### src/rtl/cfg_dma_pkg.sv
package cfg_dma_pkg;
  localparam int AW = 64;
  localparam int LW = 32;
  localparam int KW = 16;
  localparam int BW = 8;
  localparam int DESC_BYTES = 16;
  localparam int STAT_BYTES = 4;
  localparam int CW = $clog2(DESC_BYTES);
  localparam logic [63:0] SIGNATURE = 64'h51454D5520434647;

  localparam int CB_RD   = 1;
  localparam int CB_SKIP = 2;
  localparam int CB_SEL  = 3;
  localparam int CB_WR   = 4;

  typedef enum logic [2:0] {ST_IDLE, ST_FETCH, ST_DECODE, ST_XFER, ST_STAT} st_e;
  typedef enum logic [1:0] {OP_NONE, OP_RD, OP_WR, OP_SKIP} op_e;

  typedef struct packed {
    logic [LW-1:0] ctl;
    logic [LW-1:0] len;
    logic [AW-1:0] tgt;
  } desc_t;
endpackage

### src/rtl/cfg_dma_regs.sv
module cfg_dma_regs
  import cfg_dma_pkg::*;
(
  input  logic          clk_i,
  input  logic          rst_ni,
  input  logic          wr_i,
  input  logic [2:0]    addr_i,
  input  logic [3:0]    size_i,
  input  logic [63:0]   wdata_i,
  input  logic          busy_i,
  output logic [63:0]   rdata_o,
  output logic          trig_o,
  output logic [AW-1:0] trig_addr_o
);
  logic [AW-1:0] ptr_q;
  logic wr_hi, wr_lo, wr_full;

  assign wr_hi   = wr_i && !busy_i && size_i == 4'd4 && addr_i == 3'd0;
  assign wr_lo   = wr_i && !busy_i && size_i == 4'd4 && addr_i == 3'd4;
  assign wr_full = wr_i && !busy_i && size_i == 4'd8 && addr_i == 3'd0;
  assign trig_o  = wr_lo || wr_full;
  assign trig_addr_o = wr_full ? wdata_i : (ptr_q | {32'h0, wdata_i[31:0]});

  always_ff @(posedge clk_i or negedge rst_ni) begin
    if (!rst_ni)     ptr_q <= '0;
    else if (wr_hi)  ptr_q <= {wdata_i[31:0], 32'h0};
    else if (trig_o) ptr_q <= '0;
  end

  function automatic logic [7:0] sig_byte(int j);
    return 8'(SIGNATURE >> (8 * (7 - j)));
  endfunction

  always_comb begin
    rdata_o = '0;
    if (size_i != 4'd0 && (int'(addr_i) + int'(size_i)) <= 8) begin
      for (int b = 0; b < 8; b++)
        if (b < int'(size_i))
          rdata_o[8*b +: 8] = sig_byte(int'(addr_i) + int'(size_i) - 1 - b);
    end
  end

  p_ptr_clr_r2: assert property (@(posedge clk_i) disable iff (!rst_ni)
    trig_o |=> ptr_q == '0);
  p_busy_hold_r12: assert property (@(posedge clk_i) disable iff (!rst_ni)
    busy_i |=> $stable(ptr_q));
endmodule

### src/rtl/cfg_dma_core.sv
module cfg_dma_core
  import cfg_dma_pkg::*;
(
  input  logic          clk_i,
  input  logic          rst_ni,
  input  logic          trig_i,
  input  logic [AW-1:0] trig_addr_i,
  output logic          busy_o,
  output logic          mem_req_o,
  output logic          mem_we_o,
  output logic [AW-1:0] mem_addr_o,
  output logic [BW-1:0] mem_wdata_o,
  input  logic [BW-1:0] mem_rdata_i,
  input  logic          mem_ack_i,
  input  logic          mem_err_i,
  output logic [KW-1:0] itm_key_o,
  output logic [LW-1:0] itm_off_o,
  output logic          itm_we_o,
  output logic [BW-1:0] itm_wdata_o,
  input  logic [BW-1:0] itm_rdata_i,
  input  logic [LW-1:0] itm_len_i,
  input  logic          itm_hit_i,
  input  logic          itm_wr_ok_i
);
  st_e           st_q;
  op_e           op_q, op_d;
  desc_t         desc_q;
  logic [CW-1:0] cnt_q;
  logic [AW-1:0] dbase_q, tgt_q;
  logic [KW-1:0] key_q;
  logic [LW-1:0] off_q, rem_q;
  logic          err_q;
  logic          in_rng, wr_ok, last;
  logic          unused_ctl;

  assign unused_ctl = ^{desc_q.ctl[15:5], desc_q.ctl[0]};
  assign in_rng = itm_hit_i && (off_q < itm_len_i);
  assign wr_ok  = in_rng && itm_wr_ok_i;
  assign last   = rem_q == LW'(1);
  assign busy_o = st_q != ST_IDLE;
  assign itm_key_o   = key_q;
  assign itm_off_o   = off_q;
  assign itm_wdata_o = mem_rdata_i;
  assign itm_we_o    = st_q == ST_XFER && op_q == OP_WR && wr_ok && mem_ack_i && !mem_err_i;

  // read wins over write, write over skip
  always_comb begin
    if (desc_q.ctl[CB_RD])        op_d = OP_RD;
    else if (desc_q.ctl[CB_WR])   op_d = OP_WR;
    else if (desc_q.ctl[CB_SKIP]) op_d = OP_SKIP;
    else                          op_d = OP_NONE;
  end

  always_comb begin
    mem_req_o   = 1'b0;
    mem_we_o    = 1'b0;
    mem_addr_o  = dbase_q + AW'(cnt_q);
    mem_wdata_o = '0;
    unique case (st_q)
      ST_FETCH: mem_req_o = 1'b1;
      ST_STAT: begin
        mem_req_o   = 1'b1;
        mem_we_o    = 1'b1;
        mem_wdata_o = (cnt_q == CW'(STAT_BYTES - 1)) ? BW'(err_q) : '0;
      end
      ST_XFER: begin
        mem_addr_o = tgt_q;
        if (op_q == OP_RD) begin
          mem_req_o   = 1'b1;
          mem_we_o    = 1'b1;
          mem_wdata_o = in_rng ? itm_rdata_i : '0;
        end else if (op_q == OP_WR) begin
          mem_req_o = wr_ok;
        end
      end
      default: ;
    endcase
  end

  always_ff @(posedge clk_i or negedge rst_ni) begin
    if (!rst_ni) begin
      st_q    <= ST_IDLE;
      op_q    <= OP_NONE;
      desc_q  <= '0;
      cnt_q   <= '0;
      dbase_q <= '0;
      tgt_q   <= '0;
      key_q   <= '0;
      off_q   <= '0;
      rem_q   <= '0;
      err_q   <= 1'b0;
    end else begin
      unique case (st_q)
        ST_IDLE: if (trig_i) begin
          dbase_q <= trig_addr_i;
          cnt_q   <= '0;
          err_q   <= 1'b0;
          st_q    <= ST_FETCH;
        end
        ST_FETCH: if (mem_ack_i) begin
          if (mem_err_i) begin
            err_q <= 1'b1;
            cnt_q <= '0;
            st_q  <= ST_STAT;
          end else begin
            desc_q <= {desc_q[$bits(desc_t)-BW-1:0], mem_rdata_i};
            cnt_q  <= cnt_q + 1'b1;
            if (cnt_q == CW'(DESC_BYTES - 1)) st_q <= ST_DECODE;
          end
        end
        ST_DECODE: begin
          if (desc_q.ctl[CB_SEL]) begin
            key_q <= desc_q.ctl[LW-1 -: KW];
            off_q <= '0;
          end
          op_q  <= op_d;
          rem_q <= desc_q.len;
          tgt_q <= desc_q.tgt;
          cnt_q <= '0;
          st_q  <= (op_d == OP_NONE || desc_q.len == '0) ? ST_STAT : ST_XFER;
        end
        ST_XFER: begin
          unique case (op_q)
            OP_RD: if (mem_ack_i) begin
              if (mem_err_i) begin
                err_q <= 1'b1;
                st_q  <= ST_STAT;
              end else begin
                off_q <= off_q + LW'(in_rng);
                tgt_q <= tgt_q + 1'b1;
                rem_q <= rem_q - 1'b1;
                if (last) st_q <= ST_STAT;
              end
            end
            OP_WR: begin
              if (!wr_ok) begin
                err_q <= 1'b1;
                st_q  <= ST_STAT;
              end else if (mem_ack_i) begin
                if (mem_err_i) begin
                  err_q <= 1'b1;
                  st_q  <= ST_STAT;
                end else begin
                  off_q <= off_q + 1'b1;
                  tgt_q <= tgt_q + 1'b1;
                  rem_q <= rem_q - 1'b1;
                  if (last) st_q <= ST_STAT;
                end
              end
            end
            OP_SKIP: begin
              if (in_rng) begin
                off_q <= off_q + 1'b1;
                tgt_q <= tgt_q + 1'b1;
                rem_q <= rem_q - 1'b1;
                if (last) st_q <= ST_STAT;
              end else begin
                rem_q <= '0;
                st_q  <= ST_STAT;
              end
            end
            default: st_q <= ST_STAT;
          endcase
        end
        ST_STAT: if (mem_ack_i) begin
          cnt_q <= cnt_q + 1'b1;
          if (cnt_q == CW'(STAT_BYTES - 1)) st_q <= ST_IDLE;
        end
        default: st_q <= ST_IDLE;
      endcase
    end
  end

  p_req_hold_r4: assert property (@(posedge clk_i) disable iff (!rst_ni)
    mem_req_o && !mem_ack_i |=> mem_req_o && $stable(mem_addr_o) && $stable(mem_we_o));
  p_itm_we_legal_r8: assert property (@(posedge clk_i) disable iff (!rst_ni)
    itm_we_o |-> itm_wr_ok_i && itm_hit_i && (itm_off_o < itm_len_i));
  p_skip_quiet_r9: assert property (@(posedge clk_i) disable iff (!rst_ni)
    (st_q == ST_XFER && op_q == OP_SKIP) |-> !mem_req_o);
  p_end_on_stat_r11: assert property (@(posedge clk_i) disable iff (!rst_ni)
    $fell(busy_o) |-> $past(mem_ack_i && mem_we_o));
  p_rem_down_r7: assert property (@(posedge clk_i) disable iff (!rst_ni)
    (st_q == ST_XFER && $past(st_q == ST_XFER)) |-> rem_q <= $past(rem_q));
endmodule

### src/rtl/cfg_dma_engine.sv
module cfg_dma_engine
  import cfg_dma_pkg::*;
(
  input  logic          clk_i,
  input  logic          rst_ni,
  input  logic          reg_wr_i,
  input  logic [2:0]    reg_addr_i,
  input  logic [3:0]    reg_size_i,
  input  logic [63:0]   reg_wdata_i,
  output logic [63:0]   reg_rdata_o,
  output logic          busy_o,
  output logic          mem_req_o,
  output logic          mem_we_o,
  output logic [AW-1:0] mem_addr_o,
  output logic [BW-1:0] mem_wdata_o,
  input  logic [BW-1:0] mem_rdata_i,
  input  logic          mem_ack_i,
  input  logic          mem_err_i,
  output logic [KW-1:0] itm_key_o,
  output logic [LW-1:0] itm_off_o,
  output logic          itm_we_o,
  output logic [BW-1:0] itm_wdata_o,
  input  logic [BW-1:0] itm_rdata_i,
  input  logic [LW-1:0] itm_len_i,
  input  logic          itm_hit_i,
  input  logic          itm_wr_ok_i
);
  logic          trig;
  logic [AW-1:0] trig_addr;

  cfg_dma_regs u_regs (
    .clk_i, .rst_ni,
    .wr_i        (reg_wr_i),
    .addr_i      (reg_addr_i),
    .size_i      (reg_size_i),
    .wdata_i     (reg_wdata_i),
    .busy_i      (busy_o),
    .rdata_o     (reg_rdata_o),
    .trig_o      (trig),
    .trig_addr_o (trig_addr)
  );

  cfg_dma_core u_core (
    .clk_i, .rst_ni,
    .trig_i      (trig),
    .trig_addr_i (trig_addr),
    .busy_o, .mem_req_o, .mem_we_o, .mem_addr_o, .mem_wdata_o,
    .mem_rdata_i, .mem_ack_i, .mem_err_i,
    .itm_key_o, .itm_off_o, .itm_we_o, .itm_wdata_o,
    .itm_rdata_i, .itm_len_i, .itm_hit_i, .itm_wr_ok_i
  );
endmodule

### config.mk
export PLATFORM = sky130hd
export DESIGN_NAME = cfg_dma_engine
export DESIGN_NICKNAME = d
export VERILOG_FILES = /design/src/rtl/cfg_dma_pkg.sv /design/src/rtl/cfg_dma_regs.sv /design/src/rtl/cfg_dma_core.sv /design/src/rtl/cfg_dma_engine.sv
export SDC_FILE = /design/constraint.sdc
export NUM_CORES = 1
export LEC_CHECK = 0
export ABC_CLOCK_PERIOD_IN_PS = 7000
export CORE_ASPECT_RATIO = 1.1
export CORE_UTILIZATION = 42
export DETAILED_ROUTE_END_ITERATION = 8
export HOLD_SLACK_MARGIN = 0.08
export PLACE_DENSITY = 0.68
export SYNTH_ARGS = -nofsm -noshare
export SYNTH_HDL_FRONTEND = slang
export SYNTH_SLANG_ARGS = --single-unit
### constraint.sdc
create_clock -name clk_i -period 7 [get_ports clk_i]
set_input_delay 1.4 -clock clk_i [delete_from_list [all_inputs] [get_ports clk_i]]
set_output_delay 1.4 -clock clk_i [all_outputs]
set_load 0.005 [all_outputs]
==> metrics.md, run 1 <==
| Metric | Value |
|---|---|
| Status | `finished, violations left` |
| Failing checks | `DRC` |
| Die W | `220 um` |
| Clock latency on the worst-skew pair | `roughly 0.59 ns` |
| RSZ-0062 raised after global routing | `false` |
| Core region area | `0.0515 sq mm` |
| Post-DP HPWL | `approximately 47 mm` |
| Crit path launch type | `input port` |
| Async SR Flop Fraction | `1.00` |
| Initial Util | `0.427` |
| Static Leak | `12.1 nW` |
| Via count | `20.1k` |
| Cell Chain, Critical Path | `clkdlybuf4s50_1, ha_1, inv_1, fa_1, nand2b_1, nor2b_2, nor2_1, ha_1, o21ba_2, a21oi_1, or3_1, a221o_1, nor3_1, clkdlybuf4s50_1` |
| Final net count | `~3.0k` |
| Power per Cell Area | `233 mW/mm^2` |
| Synth unique cells | `85` |
| Area grow syn2layout | `24.0%` |
| EDFF count, synth | `0` |
| Count of final max-slew check failures | `0` |
| RR Startpoint | `u_core.itm_off_o[17]$_DFFE_PN0P_` |
| Cts bufs inserted | `43` |
| Clock slew at reported path FFs | `~0.06 ns` |
| Fmax | `around 150 MHz` |
| Worst path buffer plus inverter count | `3` |
| DP Cell Count | `around 3.4k` |
| Synth Cell Area | `0.0220 sq mm` |
| Sequential share of the synthesized area | `0.430` |
| CP Capture Type | `primary output` |
| Crit path kind | `input port to primary output` |
| Yosys warnings | `0` |
| #FFs+latches synth | `378` |
| Max cap viols | `0` |
| Chip height | `242 um` |
| Routed vias/inst | `5.78` |
| Vias in the first global route | `19.1k` |
| H-tree Lvls | `2` |
| Final Util | `0.530` |
| Tcrit/Tclk final | `0.978` |
| CTS root buf | `clkbuf_16` |
| Total GRT Usage | `0.243` |
| Floorplan row count | `87` |
| Worst EP arrival | `5.44 ns` |
| Final RePlAce weighted congestion | `0.913` |
| Finished Layout Cells | `between 3k and 4k` |
| Placed cell area | `0.0257 sq mm` |
| Post-CTS Hold Buffers | `0` |
| Post-route DRC | `9` |
| IO Pins | `322` |
| IR drop worst, VDD | `0.161 mV` |
| Reg-to-reg setup timing slack | `2.86 ns` |
| Total Power | `6.36 mW` |
| Max_slew headroom | `0.205` |
| Worst Setup SP | `reg_size_i[0]` |
| Sink Count | `378` |
| Diode count | `0` |
| Hold Vio Cnt, Final | `0` |
| Share of cells above drive strength 1 | `0.103` |
| Post-DRT Antenna Nets | `0` |
| Final setup skew | `0.0418 ns` |
| Setup TNS | `0 ns` |
| CTS tree | `yes` |
| First-pass GRT wire length | `approximately 100 mm` |
| Syn avg cell area | `8.74 sq um` |
| Worst Path Required | `5.60 ns` |
| Final WL | `around 66 mm` |
| CTS max path bufs | `3` |
| Worst-Margin Slew | `1.19 ns` |
| Initial antenna violation count | `2` |
| Overall die area | `~0.053 sq mm` |
| Largest net degree at the start of global routing | `~220` |
| Crit-path slowest cell | `clkdlybuf4s50_1` |
| CP delay by family, top | `buffers and inverters` |
| Post-layout min period | `6.84 ns` |
| GRT overflow | `0` |
| CP peak stage delay | `0.55 ns` |
| Port Buffers | `313` |
| Pre-Repair DR Iteration Count | `9` |
| Min-Delay Path Class | `flop to flop` |
| Drt first-iter violations | `1526` |
| DR WL/cell | `19.0 um` |
| Main synth FF type | `dfrtp_1` |
| Endpoints failing setup | `0` |
| Syn Inst Count | `about 2.5k` |
| Worst Path Max Fanout | `7` |
| Design Area, Final | `0.0273 sq mm` |
| Hold Crit Start | `u_core.desc_q[124]$_DFFE_PN0P_` |
-- registers in the layout, summed over array words and instances (netlist names) --
signal,cells
u_core.cnt_q,4
u_core.dbase_q,64
u_core.desc_q,128
u_core.err_q,1
u_core.itm_key_o,16
u_core.itm_off_o,32
u_core.op_q,2
u_core.rem_q,32
u_core.st_q,3
u_core.tgt_q,64
u_regs.ptr_q,32
-- tightest hold or removal path: cells and delay by family, from the launching register on --
family	cells	cell delay, ns
AND/OR/NAND/NOR	2	0.09
flip-flops	1	0.33
-- cell usage after synthesis (all sizes together), types with 31 or more instances --
cell / n / share of area
nand3: 106 / 0.024
inv: 80 / 0.014
dfrtp: 378 / 0.43
nand2: 481 / 0.082
o21ai: 180 / 0.041
nor4: 33 / 0.010
xnor2: 42 / 0.017
mux2: 128 / 0.066
a21oi: 210 / 0.048
o22ai: 37 / 0.011
nor2: 119 / 0.020
mux2i: 35 / 0.016
or3: 31 / 0.0090
buf: 44 / 0.012
and3: 45 / 0.013
ha: 59 / 0.034
clkbuf: 113 / 0.019
nor3: 68 / 0.016
-- final cells by class --
type	count	area, sq um
fillers	4675	24200
flip-flops and latches	378	9460
well taps	667	835
repair buffers	361	3520
multi-input cells	1911	11700
clock inverters	21	290
inverters	80	300
clock buffers	56	1220
-- cells in the final DEF, fill, tap and decap left out, drive strengths merged, types with 16 or more instances in the layout --
cell,instances
nor2,119
nor4,33
and2,26
or4,19
nor3,68
xor2,29
clkdlybuf4s50,312
ha,59
o31ai,23
or3,31
o221ai,28
a21oi,210
o22ai,37
xnor2,42
and4,16
mux2i,35
clkbuf,56
and3,45
nand4,30
mux2,128
nand2,481
nand3,106
o21ai,180
buf,49
dfrtp,378
inv,82
-- worst paths after layout --
check / cells after the start / endpoint
min reg2reg: 2 / u_core.itm_key_o[12]$_DFFE_PN0P_
min in group asynchronous: 1 / u_core.itm_off_o[9]$_DFFE_PN0P_
max in group asynchronous: 2 / u_core.rem_q[20]$_DFFE_PN0P_
max reg2reg: 14 / u_core.itm_off_o[24]$_DFFE_PN0P_
min: 2 / u_core.itm_key_o[12]$_DFFE_PN0P_
max: 14 / reg_rdata_o[36]
-- power by group --
part           switching (mW)  internal, mW
Clock                   0.955          1.45
Sequential              0.315          2.44
Combinational           0.615         0.588
Total                    1.89          4.48
-- routing by layer --
| metal | up-vias | share of wire | GRT usage | wire length [um] |
|---|---|---|---|---|
| met3 | 129 | 0.054 | 0.0329 | 3570 |
| met4 | 2 | 0.039 | 0.106 | 2580 |
| met2 | 666 | 0.47 | 0.386 | 30900 |
| met5 | - | 0.00017 | 0 | 11 |
| li1 | 9492 | - | - | - |
| met1 | 9786 | 0.44 | 0.331 | 28800 |
-- metrics by stage --
| step | worst slack, ns | hold slack (ns) |
|---|---|---|
| 2_1_floorplan | 1.06 | 0.433 |
| 3_3_place_gp | 0.143 | 0.448 |
| 3_5_place_dp | 0.0832 | 0.449 |
| 4_1_cts | 0.0753 | 0.465 |
| 5_1_grt | 0.0121 | 0.493 |
| 6_report | 0.157 | 0.459 |
-- logic make-up after synthesis --
kind of cell	synth area share
buf+inv	0.0453
compound gates	0.164
flops	0.430
fa+ha+maj	0.0354
simple gates	0.214
mux	0.0814
xor+xnor	0.0296
other cells	0.000170
-- what timing repair did --
item | in CTS | in global routing
setup endpoints to repair | 0 | 28
setup buffers | 0 | 2
resized for setup | 0 | 5
endpoints found under the hold margin | 0 | 0
(Power assumes the default switching activity.)
==> run 2: changes to the inputs <==
- CORE_MARGIN: default -> 2
==> run 2 against run 1 <==
Compared with the run above: non-clock buffer count fell by 1; maximum frequency increased by 1.5%; cell count is essentially flat; the run now ends clean; clock power shrank 8%.
==> metrics.md, run 2 (same netlist as run 1, synthesis figures left out) <==
| Metric | Value |
|---|---|
| Status | `finished, final reports clean` |
| Final net count | `2960 (-0.068%)` |
| Met3 wire len | `3.73 mm (+4.6%)` |
| Drt first-iter violations | `1621 (+6.2%)` |
| RSZ-0062 raised after global routing | `true` |
| Post-layout min period | `6.74 ns (-0.103 ns)` |
| CP Capture Type | `primary output` |
| Final Util | `0.528 (-0.00221)` |
| IO Pins | `322 (unchanged)` |
| Max_slew headroom | `0.179 (-0.0260)` |
| DR WL/cell | `19.1 um (+0.86%)` |
| Routed vias/inst | `5.79 (+0.11%)` |
| Max FFs per register | `128 (unchanged)` |
| Post-cts resize count | `0 (unchanged)` |
| Regs by FF count | `u_core.desc_q (128), u_core.dbase_q (64), u_core.tgt_q (64)` |
| Static Leak | `12.1 nW (-0.32%)` |
| GRT overflow | `0 (unchanged)` |
| Min-Delay Path Class | `flop to flop` |
| Vias in the first global route | `19.1k (-0.078%)` |
| Port Buffers | `313 (unchanged)` |
| Hold Vio Cnt, Final | `0 (unchanged)` |
| Total GRT Usage | `0.239 (-0.00442)` |
| CTS root buf | `clkbuf_16` |
| Clock slew at reported path FFs | `0.06 ns (about the same)` |
| H-tree Lvls | `2 (unchanged)` |
| Share of cells above drive strength 1 | `0.0999 (-0.00271)` |
| DP Cell Count | `3396 (+0.029%)` |
| Final WL | `66.4 mm (+0.80%)` |
| Post-CTS Hold Buffers | `0 (unchanged)` |
| Core region area | `0.0515 sq mm (unchanged)` |
| Worst EP arrival | `5.34 ns (-0.10 ns)` |
| Post-DRT Antenna Nets | `0 (unchanged)` |
| Placed cell area | `0.0258 sq mm (+0.13%)` |
| Biggest register | `u_core.desc_q` |
| Total Power | `6.16 mW (-3.3%)` |
| Die W | `222 um (+0.91%)` |
| Fmax | `148 MHz (+1.5%)` |
| Post-route DRC | `0 (-9)` |
| Power per Cell Area | `227 mW/mm^2 (-2.8%)` |
| Worst Path Required | `5.60 ns (about the same)` |
| Setup TNS | `0 ns (unchanged)` |
| Tcrit/Tclk final | `0.963 (-0.0148)` |
| Clock latency on the worst-skew pair | `0.58 ns (about the same)` |
| Chip height | `244 um (+0.83%)` |
| Cts bufs inserted | `42 (-2.3%)` |
| Pre-Repair DR Iteration Count | `8 (-1)` |
| Sink Count | `378 (unchanged)` |
| Post-DP HPWL | `48.2 mm (+1.6%)` |
| Total setup buffers inserted after CTS | `0 (unchanged)` |
| First-pass GRT wire length | `105 mm (+0.84%)` |
| Finished Layout Cells | `3472 (-0.058%)` |
| Largest net degree at the start of global routing | `156 (-30%)` |
| Most frequent cells in the layout | `480 x nand2_1, 378 x dfrtp_1, 312 x clkdlybuf4s50_1, 209 x a21oi_1, 177 x o21ai_0` |
| Via count | `20.1k (+0.055%)` |
| Initial antenna violation count | `2 (unchanged)` |
| Design Area, Final | `0.0272 sq mm (-0.42%)` |
| Met2 wire length | `31.9 mm (+3.3%)` |
| M1 WL | `28.6 mm (-0.79%)` |
| Final setup skew | `0.0315 ns (-0.0104 ns)` |
| Crit path kind | `input port to primary output` |
| Floorplan row count | `87 (unchanged)` |
| Initial Util | `0.427 (unchanged)` |
| Overall die area | `0.0542 sq mm (+1.7%)` |
| Most common cell after layout, fill and taps aside | `nand2_1` |
| Worst-Margin Slew | `1.23 ns (+0.0419 ns)` |
| IR drop worst, VDD | `0.173 mV (+7.4%)` |
| CTS max path bufs | `3 (unchanged)` |
| CTS tree | `yes` |
| Area grow syn2layout | `23.4%` |
| Worst Path Max Fanout | `7 (unchanged)` |
| Endpoints failing setup | `0 (unchanged)` |
| Count of final max-slew check failures | `0 (unchanged)` |
| Max Used Layer | `met4` |
| Final RePlAce weighted congestion | `0.900 (-1.5%)` |
| Crit path launch type | `input port` |
| Max cap viols | `0 (unchanged)` |
[run 2: power by group]
group          leakage [nW]  switching [mW]  total (mW)  internal [mW]
sequential             5.15           0.315        2.75           2.44
clock                 0.677           0.923        2.21           1.29
combinational          6.25           0.610        1.19          0.579
[run 2: path summary, 6_finish.rpt]
check / endpoint / from / slack (ns) / depth (start not counted)
hold / removal: u_core.itm_key_o[15]$_DFFE_PN0P_ / u_core.desc_q[127]$_DFFE_PN0P_ / 0.46 / 2
hold reg to reg: u_core.itm_key_o[15]$_DFFE_PN0P_ / u_core.desc_q[127]$_DFFE_PN0P_ / 0.46 / 2
max in group asynchronous: u_core.tgt_q[42]$_DFFE_PN0P_ / rst_ni / 4.85 / 2
min in group asynchronous: u_core.itm_off_o[12]$_DFFE_PN0P_ / rst_ni / 0.78 / 1
setup reg to reg: u_core.itm_off_o[24]$_DFFE_PN0P_ / u_core.itm_off_o[17]$_DFFE_PN0P_ / 2.86 / 14
setup / recovery: reg_rdata_o[43] / reg_size_i[1] / 0.26 / 15
[run 2: area by class of cell]
cell class	count	area [sq um]
inverter	80	300
antenna	2	5.00
tap	667	835
fill	4766	24300
sequential	378	9460
timing repair buffer	360	3540
clock inverter	14	145
multi-input combinational	1911	11700
clock buffer	60	1220
[run 2: through the flow]
stage	hold WS, ns	setup slack (ns)
after floorplan	0.433	1.06
after global placement	0.448	0.124
after global routing	0.492	-0.0155
after detailed placement	0.447	0.0723
final	0.461	0.261
after CTS	0.464	0.0638
[run 2: critical path, cell delays in order]
cell,delay (ns)
clkdlybuf4s50_1,0.62
ha_1,0.29
a21o_1,0.20
a21oi_1,0.33
xnor2_2,0.20
nand2_1,0.12
nor2_1,0.10
ha_1,0.27
buf_4,0.17
nor2b_1,0.21
a31oi_1,0.13
nor4_1,0.20
nand2_1,0.21
nor4_1,0.31
clkdlybuf4s50_1,0.57
[run 2: per-layer routing]
layer | up-vias | GRT usage
met5 | - | 0
met4 | 0 | 0.0845
met3 | 115 | 0.0316
met2 | 668 | 0.402
met1 | 9814 | 0.316
li1 | 9489 | -
